--- config.mk ---
export PLATFORM = sky130hd
export DESIGN_NAME = flash_cmd_decoder
export DESIGN_NICKNAME = d
export VERILOG_FILES = /design/src/rtl/flash_cmd_pkg.sv /design/src/rtl/fcd_addr_match.sv /design/src/rtl/fcd_seq_fsm.sv /design/src/rtl/fcd_out_reg.sv /design/src/rtl/flash_cmd_decoder.sv
export SDC_FILE = /design/constraint.sdc
export NUM_CORES = 1
export LEC_CHECK = 0
export CORE_MARGIN = 10
export CORE_UTILIZATION = 46
export DETAILED_ROUTE_END_ITERATION = 7
export PLACE_DENSITY = 0.8
export SYNTH_ARGS = -nofsm -noshare
export SYNTH_HDL_FRONTEND = slang
export SYNTH_HIERARCHICAL = 1
export SYNTH_SLANG_ARGS = --single-unit
--- constraint.sdc ---
create_clock -name clk -period 3.5 [get_ports clk]
set_clock_uncertainty 0.05 [all_clocks]
set_input_delay 0.35 -clock clk [delete_from_list [all_inputs] [get_ports clk]]
set_output_delay 0.35 -clock clk [all_outputs]
set_load 0.005 [all_outputs]
--- src/rtl/flash_cmd_pkg.sv ---
package flash_cmd_pkg;

    typedef enum logic [3:0] {
        CMD_NONE         = 4'd0,
        CMD_READ_RESET   = 4'd1,
        CMD_AUTOSEL      = 4'd2,
        CMD_PROGRAM      = 4'd3,
        CMD_CHIP_ERASE   = 4'd4,
        CMD_SECTOR_ERASE = 4'd5,
        CMD_SUSPEND      = 4'd6,
        CMD_RESUME       = 4'd7,
        CMD_FAST_ENTER   = 4'd8,
        CMD_FAST_EXIT    = 4'd9
    } cmd_e;

    typedef enum logic [1:0] {
        MODE_READ    = 2'd0,
        MODE_AUTOSEL = 2'd1,
        MODE_FAST    = 2'd2
    } mode_e;

    typedef enum logic [3:0] {
        SQ_IDLE,
        SQ_KEY1,
        SQ_KEY2,
        SQ_PROG_DATA,
        SQ_ER_KEY0,
        SQ_ER_KEY1,
        SQ_ER_FINAL,
        SQ_FAST_IDLE,
        SQ_FAST_DATA,
        SQ_FAST_LEAVE
    } seq_e;

    typedef struct packed {
        logic valid;
        cmd_e kind;
    } fire_t;

    localparam logic [7:0] OP_KEY_A   = 8'hAA;
    localparam logic [7:0] OP_KEY_B   = 8'h55;
    localparam logic [7:0] OP_RESET   = 8'hF0;
    localparam logic [7:0] OP_IDENT   = 8'h90;
    localparam logic [7:0] OP_PROG    = 8'hA0;
    localparam logic [7:0] OP_ER_SET  = 8'h80;
    localparam logic [7:0] OP_CHIP    = 8'h10;
    localparam logic [7:0] OP_SECTOR  = 8'h30;
    localparam logic [7:0] OP_SUSPEND = 8'hB0;
    localparam logic [7:0] OP_RESUME  = 8'h30;
    localparam logic [7:0] OP_FAST    = 8'h20;

    localparam int KEY_W = 11;
    localparam logic [KEY_W-1:0] WORD_KEY_HI = 11'h555;
    localparam logic [KEY_W-1:0] WORD_KEY_LO = 11'h2AA;

    function automatic logic in_fast(input seq_e s);
        return (s == SQ_FAST_IDLE) || (s == SQ_FAST_DATA) || (s == SQ_FAST_LEAVE);
    endfunction

    function automatic mode_e mode_after(input cmd_e k, input mode_e cur);
        case (k)
            CMD_READ_RESET, CMD_FAST_EXIT: return MODE_READ;
            CMD_AUTOSEL:                   return MODE_AUTOSEL;
            CMD_FAST_ENTER:                return MODE_FAST;
            default:                       return cur;
        endcase
    endfunction

endpackage

--- src/rtl/fcd_addr_match.sv ---
module fcd_addr_match
    import flash_cmd_pkg::*;
#(
    parameter int ADDR_W = 20,
    parameter int SECT_W = 7
) (
    input  logic [ADDR_W-1:0] addr,
    input  logic              byte_mode,
    output logic              hit_key1,
    output logic              hit_key2,
    output logic [SECT_W-1:0] sector
);
    localparam int BKEY_W = KEY_W + 1;
    localparam logic [BKEY_W-1:0] BYTE_KEY_HI = {WORD_KEY_HI, 1'b0};
    localparam logic [BKEY_W-1:0] BYTE_KEY_LO = {WORD_KEY_LO, 1'b1};

    logic word_hi, word_lo, byte_hi, byte_lo;

    always_comb begin
        word_hi = (addr[KEY_W-1:0]  == WORD_KEY_HI);
        word_lo = (addr[KEY_W-1:0]  == WORD_KEY_LO);
        byte_hi = (addr[BKEY_W-1:0] == BYTE_KEY_HI);
        byte_lo = (addr[BKEY_W-1:0] == BYTE_KEY_LO);
        hit_key1 = byte_mode ? byte_hi : word_hi;
        hit_key2 = byte_mode ? byte_lo : word_lo;
        sector   = byte_mode ? addr[ADDR_W-1 -: SECT_W] : addr[ADDR_W-2 -: SECT_W];
    end
endmodule

--- src/rtl/fcd_seq_fsm.sv ---
module fcd_seq_fsm
    import flash_cmd_pkg::*;
(
    input  logic       clk,
    input  logic       rst,
    input  logic       wr_stb,
    input  logic [7:0] op,
    input  logic       hit_key1,
    input  logic       hit_key2,
    input  logic       erase_active,
    input  logic       erase_suspended,
    output fire_t      fire
);
    seq_e state, state_nx;

    always_ff @(posedge clk) begin
        if (rst) state <= SQ_IDLE;
        else     state <= state_nx;
    end

    always_comb begin
        state_nx   = state;
        fire.valid = 1'b0;
        fire.kind  = CMD_NONE;
        if (wr_stb) begin
            if (!in_fast(state) && state != SQ_PROG_DATA && op == OP_RESET) begin
                fire.valid = 1'b1;
                fire.kind  = CMD_READ_RESET;
                state_nx   = SQ_IDLE;
            end else begin
                case (state)
                    SQ_IDLE: begin
                        state_nx = SQ_IDLE;
                        if (op == OP_KEY_A && hit_key1) begin
                            state_nx = SQ_KEY1;
                        end else if (op == OP_SUSPEND && erase_active) begin
                            fire.valid = 1'b1;
                            fire.kind  = CMD_SUSPEND;
                        end else if (op == OP_RESUME && erase_suspended) begin
                            fire.valid = 1'b1;
                            fire.kind  = CMD_RESUME;
                        end
                    end
                    SQ_KEY1:
                        state_nx = (op == OP_KEY_B && hit_key2) ? SQ_KEY2 : SQ_IDLE;
                    SQ_KEY2: begin
                        state_nx = SQ_IDLE;
                        if (hit_key1) begin
                            case (op)
                                OP_IDENT: begin
                                    fire.valid = 1'b1;
                                    fire.kind  = CMD_AUTOSEL;
                                end
                                OP_PROG:   state_nx = SQ_PROG_DATA;
                                OP_ER_SET: state_nx = SQ_ER_KEY0;
                                OP_FAST: begin
                                    fire.valid = 1'b1;
                                    fire.kind  = CMD_FAST_ENTER;
                                    state_nx   = SQ_FAST_IDLE;
                                end
                                default: state_nx = SQ_IDLE;
                            endcase
                        end
                    end
                    SQ_PROG_DATA: begin
                        fire.valid = 1'b1;
                        fire.kind  = CMD_PROGRAM;
                        state_nx   = SQ_IDLE;
                    end
                    SQ_ER_KEY0:
                        state_nx = (op == OP_KEY_A && hit_key1) ? SQ_ER_KEY1 : SQ_IDLE;
                    SQ_ER_KEY1:
                        state_nx = (op == OP_KEY_B && hit_key2) ? SQ_ER_FINAL : SQ_IDLE;
                    SQ_ER_FINAL: begin
                        state_nx = SQ_IDLE;
                        if (op == OP_CHIP && hit_key1) begin
                            fire.valid = 1'b1;
                            fire.kind  = CMD_CHIP_ERASE;
                        end else if (op == OP_SECTOR) begin
                            fire.valid = 1'b1;
                            fire.kind  = CMD_SECTOR_ERASE;
                        end
                    end
                    SQ_FAST_IDLE: begin
                        if (op == OP_PROG)       state_nx = SQ_FAST_DATA;
                        else if (op == OP_IDENT) state_nx = SQ_FAST_LEAVE;
                        else                     state_nx = SQ_FAST_IDLE;
                    end
                    SQ_FAST_DATA: begin
                        fire.valid = 1'b1;
                        fire.kind  = CMD_PROGRAM;
                        state_nx   = SQ_FAST_IDLE;
                    end
                    SQ_FAST_LEAVE: begin
                        if (op == OP_RESET) begin
                            fire.valid = 1'b1;
                            fire.kind  = CMD_FAST_EXIT;
                            state_nx   = SQ_IDLE;
                        end else begin
                            state_nx = SQ_FAST_IDLE;
                        end
                    end
                    default: state_nx = SQ_IDLE;
                endcase
            end
        end
    end
endmodule

--- src/rtl/fcd_out_reg.sv ---
module fcd_out_reg
    import flash_cmd_pkg::*;
#(
    parameter int ADDR_W = 20,
    parameter int DATA_W = 16,
    parameter int SECT_W = 7
) (
    input  logic              clk,
    input  logic              rst,
    input  fire_t             fire,
    input  logic [ADDR_W-1:0] in_addr,
    input  logic [DATA_W-1:0] in_data,
    input  logic [SECT_W-1:0] in_sector,
    output logic              cmd_valid,
    output cmd_e              cmd_kind,
    output logic [ADDR_W-1:0] cmd_addr,
    output logic [DATA_W-1:0] cmd_data,
    output logic [SECT_W-1:0] cmd_sector,
    output mode_e             mode
);
    always_ff @(posedge clk) begin
        if (rst) begin
            cmd_valid  <= 1'b0;
            cmd_kind   <= CMD_NONE;
            cmd_addr   <= '0;
            cmd_data   <= '0;
            cmd_sector <= '0;
            mode       <= MODE_READ;
        end else begin
            cmd_valid <= fire.valid;
            if (fire.valid) begin
                cmd_kind   <= fire.kind;
                cmd_addr   <= in_addr;
                cmd_data   <= in_data;
                cmd_sector <= in_sector;
                mode       <= mode_after(fire.kind, mode);
            end
        end
    end
endmodule

--- src/rtl/flash_cmd_decoder.sv ---
module flash_cmd_decoder
    import flash_cmd_pkg::*;
#(
    parameter int ADDR_W = 20,
    parameter int DATA_W = 16,
    parameter int SECT_W = 7
) (
    input  logic              clk,
    input  logic              rst,
    input  logic              wr_stb,
    input  logic [ADDR_W-1:0] wr_addr,
    input  logic [DATA_W-1:0] wr_data,
    input  logic              byte_mode,
    input  logic              erase_active,
    input  logic              erase_suspended,
    output logic              cmd_valid,
    output logic [3:0]        cmd_kind,
    output logic [ADDR_W-1:0] cmd_addr,
    output logic [DATA_W-1:0] cmd_data,
    output logic [SECT_W-1:0] cmd_sector,
    output logic [1:0]        mode
);
    logic              hit_key1, hit_key2;
    logic [SECT_W-1:0] sector;
    fire_t             fire;
    cmd_e              kind_q;
    mode_e             mode_q;

    fcd_addr_match #(.ADDR_W(ADDR_W), .SECT_W(SECT_W)) u_match (
        .addr      (wr_addr),
        .byte_mode (byte_mode),
        .hit_key1  (hit_key1),
        .hit_key2  (hit_key2),
        .sector    (sector)
    );

    fcd_seq_fsm u_fsm (
        .clk             (clk),
        .rst             (rst),
        .wr_stb          (wr_stb),
        .op              (wr_data[7:0]),
        .hit_key1        (hit_key1),
        .hit_key2        (hit_key2),
        .erase_active    (erase_active),
        .erase_suspended (erase_suspended),
        .fire            (fire)
    );

    fcd_out_reg #(.ADDR_W(ADDR_W), .DATA_W(DATA_W), .SECT_W(SECT_W)) u_out (
        .clk        (clk),
        .rst        (rst),
        .fire       (fire),
        .in_addr    (wr_addr),
        .in_data    (wr_data),
        .in_sector  (sector),
        .cmd_valid  (cmd_valid),
        .cmd_kind   (kind_q),
        .cmd_addr   (cmd_addr),
        .cmd_data   (cmd_data),
        .cmd_sector (cmd_sector),
        .mode       (mode_q)
    );

    assign cmd_kind = kind_q;
    assign mode     = mode_q;
endmodule

==> results of run 1 <==
## cell type report
class | instances | area (µm²) | area share
Clock buffer | 6 | 72.6 | 0.0190
Sequential cell | 54 | 1080 | 0.283
Inverter | 3 | 11.3 | 0.00295
Tap cell | 75 | 93.8 | 0.0246
Multi-Input combinational cell | 213 | 1570 | 0.411
Clock inverter | 1 | 7.51 | 0.00197
Timing Repair Buffer | 101 | 981 | 0.257
## power groups by stage
stage,clock network (mW),registers (mW),logic [mW]
after floorplan,0,0.630,0.0491
after global placement,0,0.630,0.117
after detailed placement,0,0.630,0.119
after CTS,0.345,0.616,0.119
after global routing,0.369,0.616,0.128
final,0.332,0.616,0.119
## per-stage QoR
step	setup WS, ns	TNS [ns]
2_1_floorplan	0.661	0
6_report	0.240	0
4_1_cts	0.240	0
3_5_place_dp	-0.0524	-0.341
3_3_place_gp	0.0833	0
5_1_grt	0.00637	0
## final timing paths
check | startpoint | endpoint | slack [ns] | cells after the start
max | wr_addr[0] | u_out/cmd_kind[0] | 0.24 | 11
min | u_out/cmd_data[13] | u_out/cmd_data[13] | 0.45 | 2
max reg2reg | u_fsm/state[0] | u_out/mode[1] | 0.78 | 7
min reg2reg | u_out/cmd_data[13] | u_out/cmd_data[13] | 0.45 | 2
## state kept, by name, summed over array words and instances (netlist names)
name and flops:
u_out/cmd_addr 20, u_fsm/state 4, u_out/mode 2, u_out/cmd_valid 1
u_out/cmd_sector 7, u_out/cmd_kind 4, u_out/cmd_data 16
## per-layer routing
metal	global-route usage	up-vias	share of wire
met5	0	-	0
met4	0.0548	0	0.020
met3	0.0592	13	0.084
li1	-	1232	-
met2	0.253	93	0.48
met1	0.176	1177	0.41
## layout by cell type, fill, tap and decap left out, types with 2 or more instances in the layout
cell type,count
xor2_1,2
a211oi_1,2
nand2b_1,7
nor4bb_1,4
clkbuf_8,5
nand3b_1,3
mux2i_1,48
mux2_2,7
nor3_1,5
nor3b_1,3
nor4_2,2
and4_1,2
o32a_1,2
nor4_1,7
a21boi_0,2
a21oi_1,7
dfxtp_1,54
inv_1,3
clkdlybuf4s50_1,90
nand2_1,13
nand4b_1,6
or3b_2,2
a31oi_1,2
or2_2,3
o21ai_0,4
nor2_1,50
or3_1,2
buf_4,10
nand3_1,2
## worst max-delay path, cell delays in order
cell and delay [ns]:
clkdlybuf4s50_1 0.44, nand4b_1 0.20, nor4_2 0.31, a32o_2 0.24, nor4bb_1 0.36, nand3_1 0.20
o31a_1 0.38, a31oi_4 0.26, buf_4 0.32, mux2i_1 0.25, nor2_1 0.05
## logic make-up after synthesis
logic type | share of synthesized area
multiplexers | 0.199
AND/OR/NAND/NOR | 0.241
AO/OA/AOI/OAI | 0.107
XOR/XNOR | 0.00625
flip-flops | 0.386
buffers and inverters | 0.0611
==> key figures, run 1 <==
Status
  • Status: finished clean

Clock tree
  • CTS Root Cell: clkbuf_8
  • H-tree levels: 2
  • CTS sink cnt: 54
  • CTS buffer count: 5
  • Cts hold-fix bufs: 0
  • PostCTS Resize Cnt: 0
  • Postcts setup bufs: 0
  • Clock Latency Late Sink: 0.30 ns
  • Clock Tree Buf Depth: 2
  • Clock transition at the registers of the reported paths: 0.09 ns
  • CTS tree: built

Critical path
  • Worst path required time: 3.61 ns
  • Crit end category: flip-flop
  • Crit-path max FO: 15
  • Critical Path AT: 3.37 ns
  • Worst setup SP type: primary input
  • Crit path kind: in2reg

Routing
  • WL per Instance: 17.2 µm
  • Initial DRT Pass Iterations: 4
  • ANT nets after route: 0
  • DR DRC count: 0
  • DR vias/cell: 5.55
  • Via count: 2515
  • First-iteration detailed-routing DRC count: 153
  • Routed wire length: 7.77 mm

Place
  • DP Area: 0.00373 mm²
  • Port Buf Inserts: 91
  • Final Wtd Congestion: 0.824
  • Placed cell count: 446
  • Post-DP HPWL: 5.80 mm

Floorplanning
  • Initial Utilization: 0.474
  • Die ar.: 0.00962 mm²
  • Die width: 98.1 µm
  • Die H: 98.1 µm
  • Top Ports: 92
  • # rows: 28
  • Core Box Area: 0.00592 mm²

Logic synthesis
  • Syn_nets: 334
  • Yosys cell types: 57
  • Top cell type's share of synthesized area: 0.386
  • Commonest cells post-synth: dfxtp_1 (54), nor2_1 (50), mux2i_1 (48)
  • Top_reg_cell synth: dfxtp_1
  • Top cells by area, synth: dfxtp_1 (39%), mux2i_1 (17%), nor2_1 (6.7%), mux2_2 (2.8%), nand4b_1 (1.9%)
  • Sequential-to-total area share from yosys stat: 0.386
  • Most frequent cell after synthesis: dfxtp_1
  • Yosys warnings: 6
  • Synth area leader: dfxtp_1
  • Synthesized area: 0.00280 mm²
  • Syn avg cell area: 9.60 µm²
  • Asr flop ratio synth: 0
  • Number of enable flip-flop cells after synthesis: 0
  • #FFs+latches synth: 54
  • Syn Inst Count: 292

Layout
  • Final #Nets: 420
  • Fill cells: 507
  • Area growth from synthesis to layout: 36.0%
  • Non-filler cells, final: 453
  • Finished Core Util: 0.644
  • ANT cells: 0
  • Share of cells above drive strength 1: 0.103
  • Post-route cell area: 0.00381 mm²

Power
  • P_int: 0.818 mW
  • Psw: 0.249 mW
  • Worst ir drop on vdd: 0.261 mV
  • Tot Pwr: 1.07 mW
  • Combinational share of power: 0.112
  • Sw Ratio: 0.233
  • Leakage: 1.23 nW
  • Clk network pwr share: 0.311
  • Power Density: 280 mW/mm²
  • Flop pwr share: 0.577

Flow run
  • Max cap viols: 0

Timing
  • RSZ-0062 raised after global routing: no
  • F_max: 307 MHz
  • Slew headroom: 0.331
  • Pins Over Slew Limit: 0
  • Final hold slack: 0.446 ns
  • Final period utilization: 0.931
  • Worst Max-Slew Pin Slew: 1.00 ns
  • Min cycle time layout: 3.26 ns
  • Final Hold Fails: 0
  • Setup Viol. Count Final: 0

Hold path
  • Min-delay worst type: reg2reg

Global route
  • GR Overflow Total: 0
  • Aggregate global-route resource usage: 0.153
  • Largest net degree at the start of global routing: 56
  • Vias in the first global route: 2450
  • Initial antenna violation count: 0
  • First-pass GRT wire length: 12.5 mm
No activity file was read; power rests on OpenSTA's default activity.
==> inputs of run 2 (changes only) <==
--- a/config.mk
+++ b/config.mk
@@ -6,9 +6,10 @@
 export NUM_CORES = 1
 export LEC_CHECK = 0
 export CORE_MARGIN = 10
-export CORE_UTILIZATION = 46
+export CORE_UTILIZATION = 50
 export DETAILED_ROUTE_END_ITERATION = 7
-export PLACE_DENSITY = 0.8
+export PLACE_DENSITY = 0.86
+export SLEW_MARGIN = 20
 export SYNTH_ARGS = -nofsm -noshare
 export SYNTH_HDL_FRONTEND = slang
 export SYNTH_HIERARCHICAL = 1
==> constraint.sdc (replaced) <==
create_clock -name clk -period 4.1 [get_ports clk]
set_clock_uncertainty 0.05 [all_clocks]
set_input_delay 0.41 -clock clk [delete_from_list [all_inputs] [get_ports clk]]
set_output_delay 0.41 -clock clk [all_outputs]
set_load 0.005 [all_outputs]
==> run 2 against run 1 <==
Net effect:
- global-route usage increased by 1.6 points
- highest routed layer unchanged
- critical path depth unchanged
- cell count decreased by 1.8%
- largest cell class unchanged
- worst hold slack improved by 0.0061 ns
- total power fell by 6.2%
- via count hardly changed
- flip-flop and latch count did not move
- core utilization up 5.3 points
- worst setup slack improved by 0.37 ns
==> key figures, run 2 (synthesis results as in run 1) <==
Status
  • Status: finished clean (unchanged)

Timing
  • F_max: 287 MHz
  • Pins Over Slew Limit: 0 (unchanged)
  • Slew headroom: 0.333 (was 0.331)
  • RSZ-0062 raised after global routing: no (unchanged)
  • Worst Max-Slew Pin Slew: 1.00 ns (about the same)
  • Final Hold Fails: 0 (unchanged)
  • TNS Setup: 0 ns (unchanged)
  • Setup Viol. Count Final: 0 (unchanged)
  • Final period utilization: 0.851
  • Final setup margin: 0.612 ns (was 0.240 ns)
  • Min cycle time layout: 3.49 ns

Power
  • Combinational share of power: 0.101 (was 0.112)
  • Flop pwr share: 0.525 (was 0.577)
  • Sw Ratio: 0.234 (was 0.233)
  • Leakage: 1.22 nW (was 1.23 nW)
  • Worst ir drop on vdd: 0.233 mV (was 0.261 mV)
  • Power Density: 262 mW/mm² (was 280 mW/mm²)
  • Psw: 0.235 mW (was 0.249 mW)
  • Clk network pwr share: 0.374 (was 0.311)
  • P_int: 0.766 mW (was 0.818 mW)

Critical path
  • R2r setup slk: 1.29 ns (was 0.78 ns)
  • Crit-path max FO: 40 (was 15)
  • Slowest library cell on the worst path: clkdlybuf4s50_1 (unchanged)
  • Crit end category: flip-flop (unchanged)
  • Crit path cell chain: clkdlybuf4s50_1, nand4b_1, nor4_2, a32o_2, nor4bb_1, nand3_1, o31a_1, a31oi_4, buf_12, mux2i_1, nor2_1 (was clkdlybuf4s50_1, nand4b_1, nor4_2, a32o_2, nor4bb_1, nand3_1, o31a_1, a31oi_4, buf_4, mux2i_1, nor2_1)
  • Critical Path AT: 3.59 ns (was 3.37 ns)
  • Crit path kind: in2reg (unchanged)
  • Worst path required time: 4.21 ns (was 3.61 ns)
  • Max stage delay on crit path: 0.52 ns (was 0.44 ns)
  • Worst setup SP type: primary input (unchanged)

Global route
  • Largest net degree at the start of global routing: 56 (unchanged)
  • First-pass GRT wire length: 12.2 mm (was 12.5 mm)
  • GR Overflow Total: 0 (unchanged)
  • Initial antenna violation count: 0 (unchanged)
  • Vias in the first global route: 2450 (unchanged)
  • Aggregate global-route resource usage: 0.169 (was 0.153)

Layout
  • Fill cells: 453 (was 507)
  • Share of cells above drive strength 1: 0.0938 (was 0.103)
  • Top Registers: u_out/cmd_addr: 20 flops, u_out/cmd_data: 16 flops, u_out/cmd_sector: 7 flops (unchanged)
  • Max reg flops: 20 (unchanged)
  • Biggest register: u_out/cmd_addr (unchanged)
  • Commonest non-fill, non-tap cell in the layout: clkdlybuf4s50_1 (unchanged)
  • Area growth from synthesis to layout: 36.1% (was 36.0%)
  • Final #Nets: 414 (was 420)
  • Most frequent cells in the layout: clkdlybuf4s50_1 (90), dfxtp_1 (54), nor2_1 (50) (unchanged)
  • ANT cells: 0 (unchanged)

Floorplanning
  • Die width: 94.9 µm (was 98.1 µm)
  • Initial Utilization: 0.512 (was 0.474)
  • Die ar.: 0.00900 mm² (was 0.00962 mm²)
  • Core Box Area: 0.00547 mm² (was 0.00592 mm²)
  • Top Ports: 92 (unchanged)
  • Die H: 94.9 µm (was 98.1 µm)
  • # rows: 27 (was 28)

Hold path
  • Min-delay worst type: reg2reg (unchanged)

Clock tree
  • Clock transition at the registers of the reported paths: 0.10 ns (was 0.09 ns)
  • Clock Tree Buf Depth: 2 (unchanged)
  • Postcts setup bufs: 0 (unchanged)
  • PostCTS Resize Cnt: 0 (unchanged)
  • CTS tree: built (unchanged)
  • Clock Latency Late Sink: 0.31 ns (was 0.30 ns)
  • H-tree levels: 2 (unchanged)
  • CTS buffer count: 5 (unchanged)
  • Cts hold-fix bufs: 0 (unchanged)
  • CTS sink cnt: 54 (unchanged)
  • CTS Root Cell: clkbuf_8 (unchanged)

Routing
  • First-iteration detailed-routing DRC count: 172 (was 153)
  • Via count: 2514 (was 2515)
  • Initial DRT Pass Iterations: 5 (was 4)
  • WL per Instance: 17.7 µm (was 17.2 µm)
  • Routed wire length: 7.88 mm (was 7.77 mm)
  • ANT nets after route: 0 (unchanged)
  • DR vias/cell: 5.65 (was 5.55)
  • DR DRC count: 0 (unchanged)

Place
  • DP Worst Slack: 0.397 ns (was -0.0524 ns)
  • Post-DP HPWL: 5.66 mm (was 5.80 mm)
  • Final Wtd Congestion: 0.888 (was 0.824)
  • Port Buf Inserts: 91 (unchanged)

Flow run
  • Max cap viols: 0 (unchanged)
-- run 2: changes by cell type in the layout (fill, tap and decap cells not counted) --
| cell | before | now |
|---|---|---|
| buf_4 | 10 | 3 |
| bufinv_16 | 0 | 1 |
| buf_12 | 0 | 1 |
| inv_8 | 0 | 1 |
| clkbuf_1 | 1 | 0 |
-- run 2: worst max-delay path, delay by kind of cell --
kind,cells,cell delay (ns)
and+or+nand+nor,5,1.19
AOI/OAI and AO/OA,3,0.91
buffers and inverters,2,0.83
muxes,1,0.24
-- run 2: power by group through the flow --
stage	clock, mW	combinational [mW]	sequential (mW)
after floorplan	0	0.0419	0.538
after global placement	0	0.0984	0.538
after detailed placement	0	0.0997	0.538
after CTS	0.383	0.101	0.526
after global routing	0.406	0.108	0.526
final	0.374	0.101	0.526
-- run 2: metrics by stage --
stage	util	instance area [µm²]	power, mW	hold slack, ns	cells
final	0.697	3810	1.00	0.452	445
after global routing	0.697	3810	1.04	0.483	445
after CTS	0.697	3810	1.01	0.461	445
after detailed placement	0.676	3700	0.638	0.435	437
after global placement	0.676	3700	0.636	0.422	437
after floorplan	-	2800	0.580	0.426	292
-- run 2: path summary, 6_finish.rpt --
check / startpoint / end / cells past startpoint
setup / recovery: wr_addr[3] / u_out/cmd_addr[5] / 11
hold / removal: u_out/cmd_addr[14] / u_out/cmd_addr[14] / 2
setup reg to reg: u_fsm/state[1] / u_out/cmd_addr[5] / 7
hold reg to reg: u_out/cmd_addr[14] / u_out/cmd_addr[14] / 2
-- run 2: routing by layer --
layer / up-vias / global-route usage / routed length, µm
met5: - / 0 / 0
met4: 0 / 0.0436 / 90
met3: 12 / 0.0626 / 665
met2: 100 / 0.284 / 3910
met1: 1175 / 0.199 / 3210
li1: 1227 / - / -
-- run 2: area by class of cell --
| class | instances | area [µm²] | share of cell area |
|---|---|---|---|
| tap | 72 | 90.1 | 0.0236 |
| multi-input combinational | 213 | 1570 | 0.411 |
| inverter | 3 | 11.3 | 0.00295 |
| sequential | 54 | 1080 | 0.283 |
| clock inverter | 3 | 48.8 | 0.0128 |
| clock buffer | 5 | 68.8 | 0.0180 |
| timing repair buffer | 95 | 948 | 0.249 |
==> inputs of run 3 (changes only) <==
--- a/config.mk
+++ b/config.mk
@@ -8,6 +8,7 @@
 export CORE_MARGIN = 10
 export CORE_UTILIZATION = 50
 export DETAILED_ROUTE_END_ITERATION = 7
+export GPL_ROUTABILITY_DRIVEN = 0
 export PLACE_DENSITY = 0.86
 export SLEW_MARGIN = 20
 export SYNTH_ARGS = -nofsm -noshare
==> results of run 3 <==
Same layout as run 2: the final DEF is identical, and so are final timing and power.
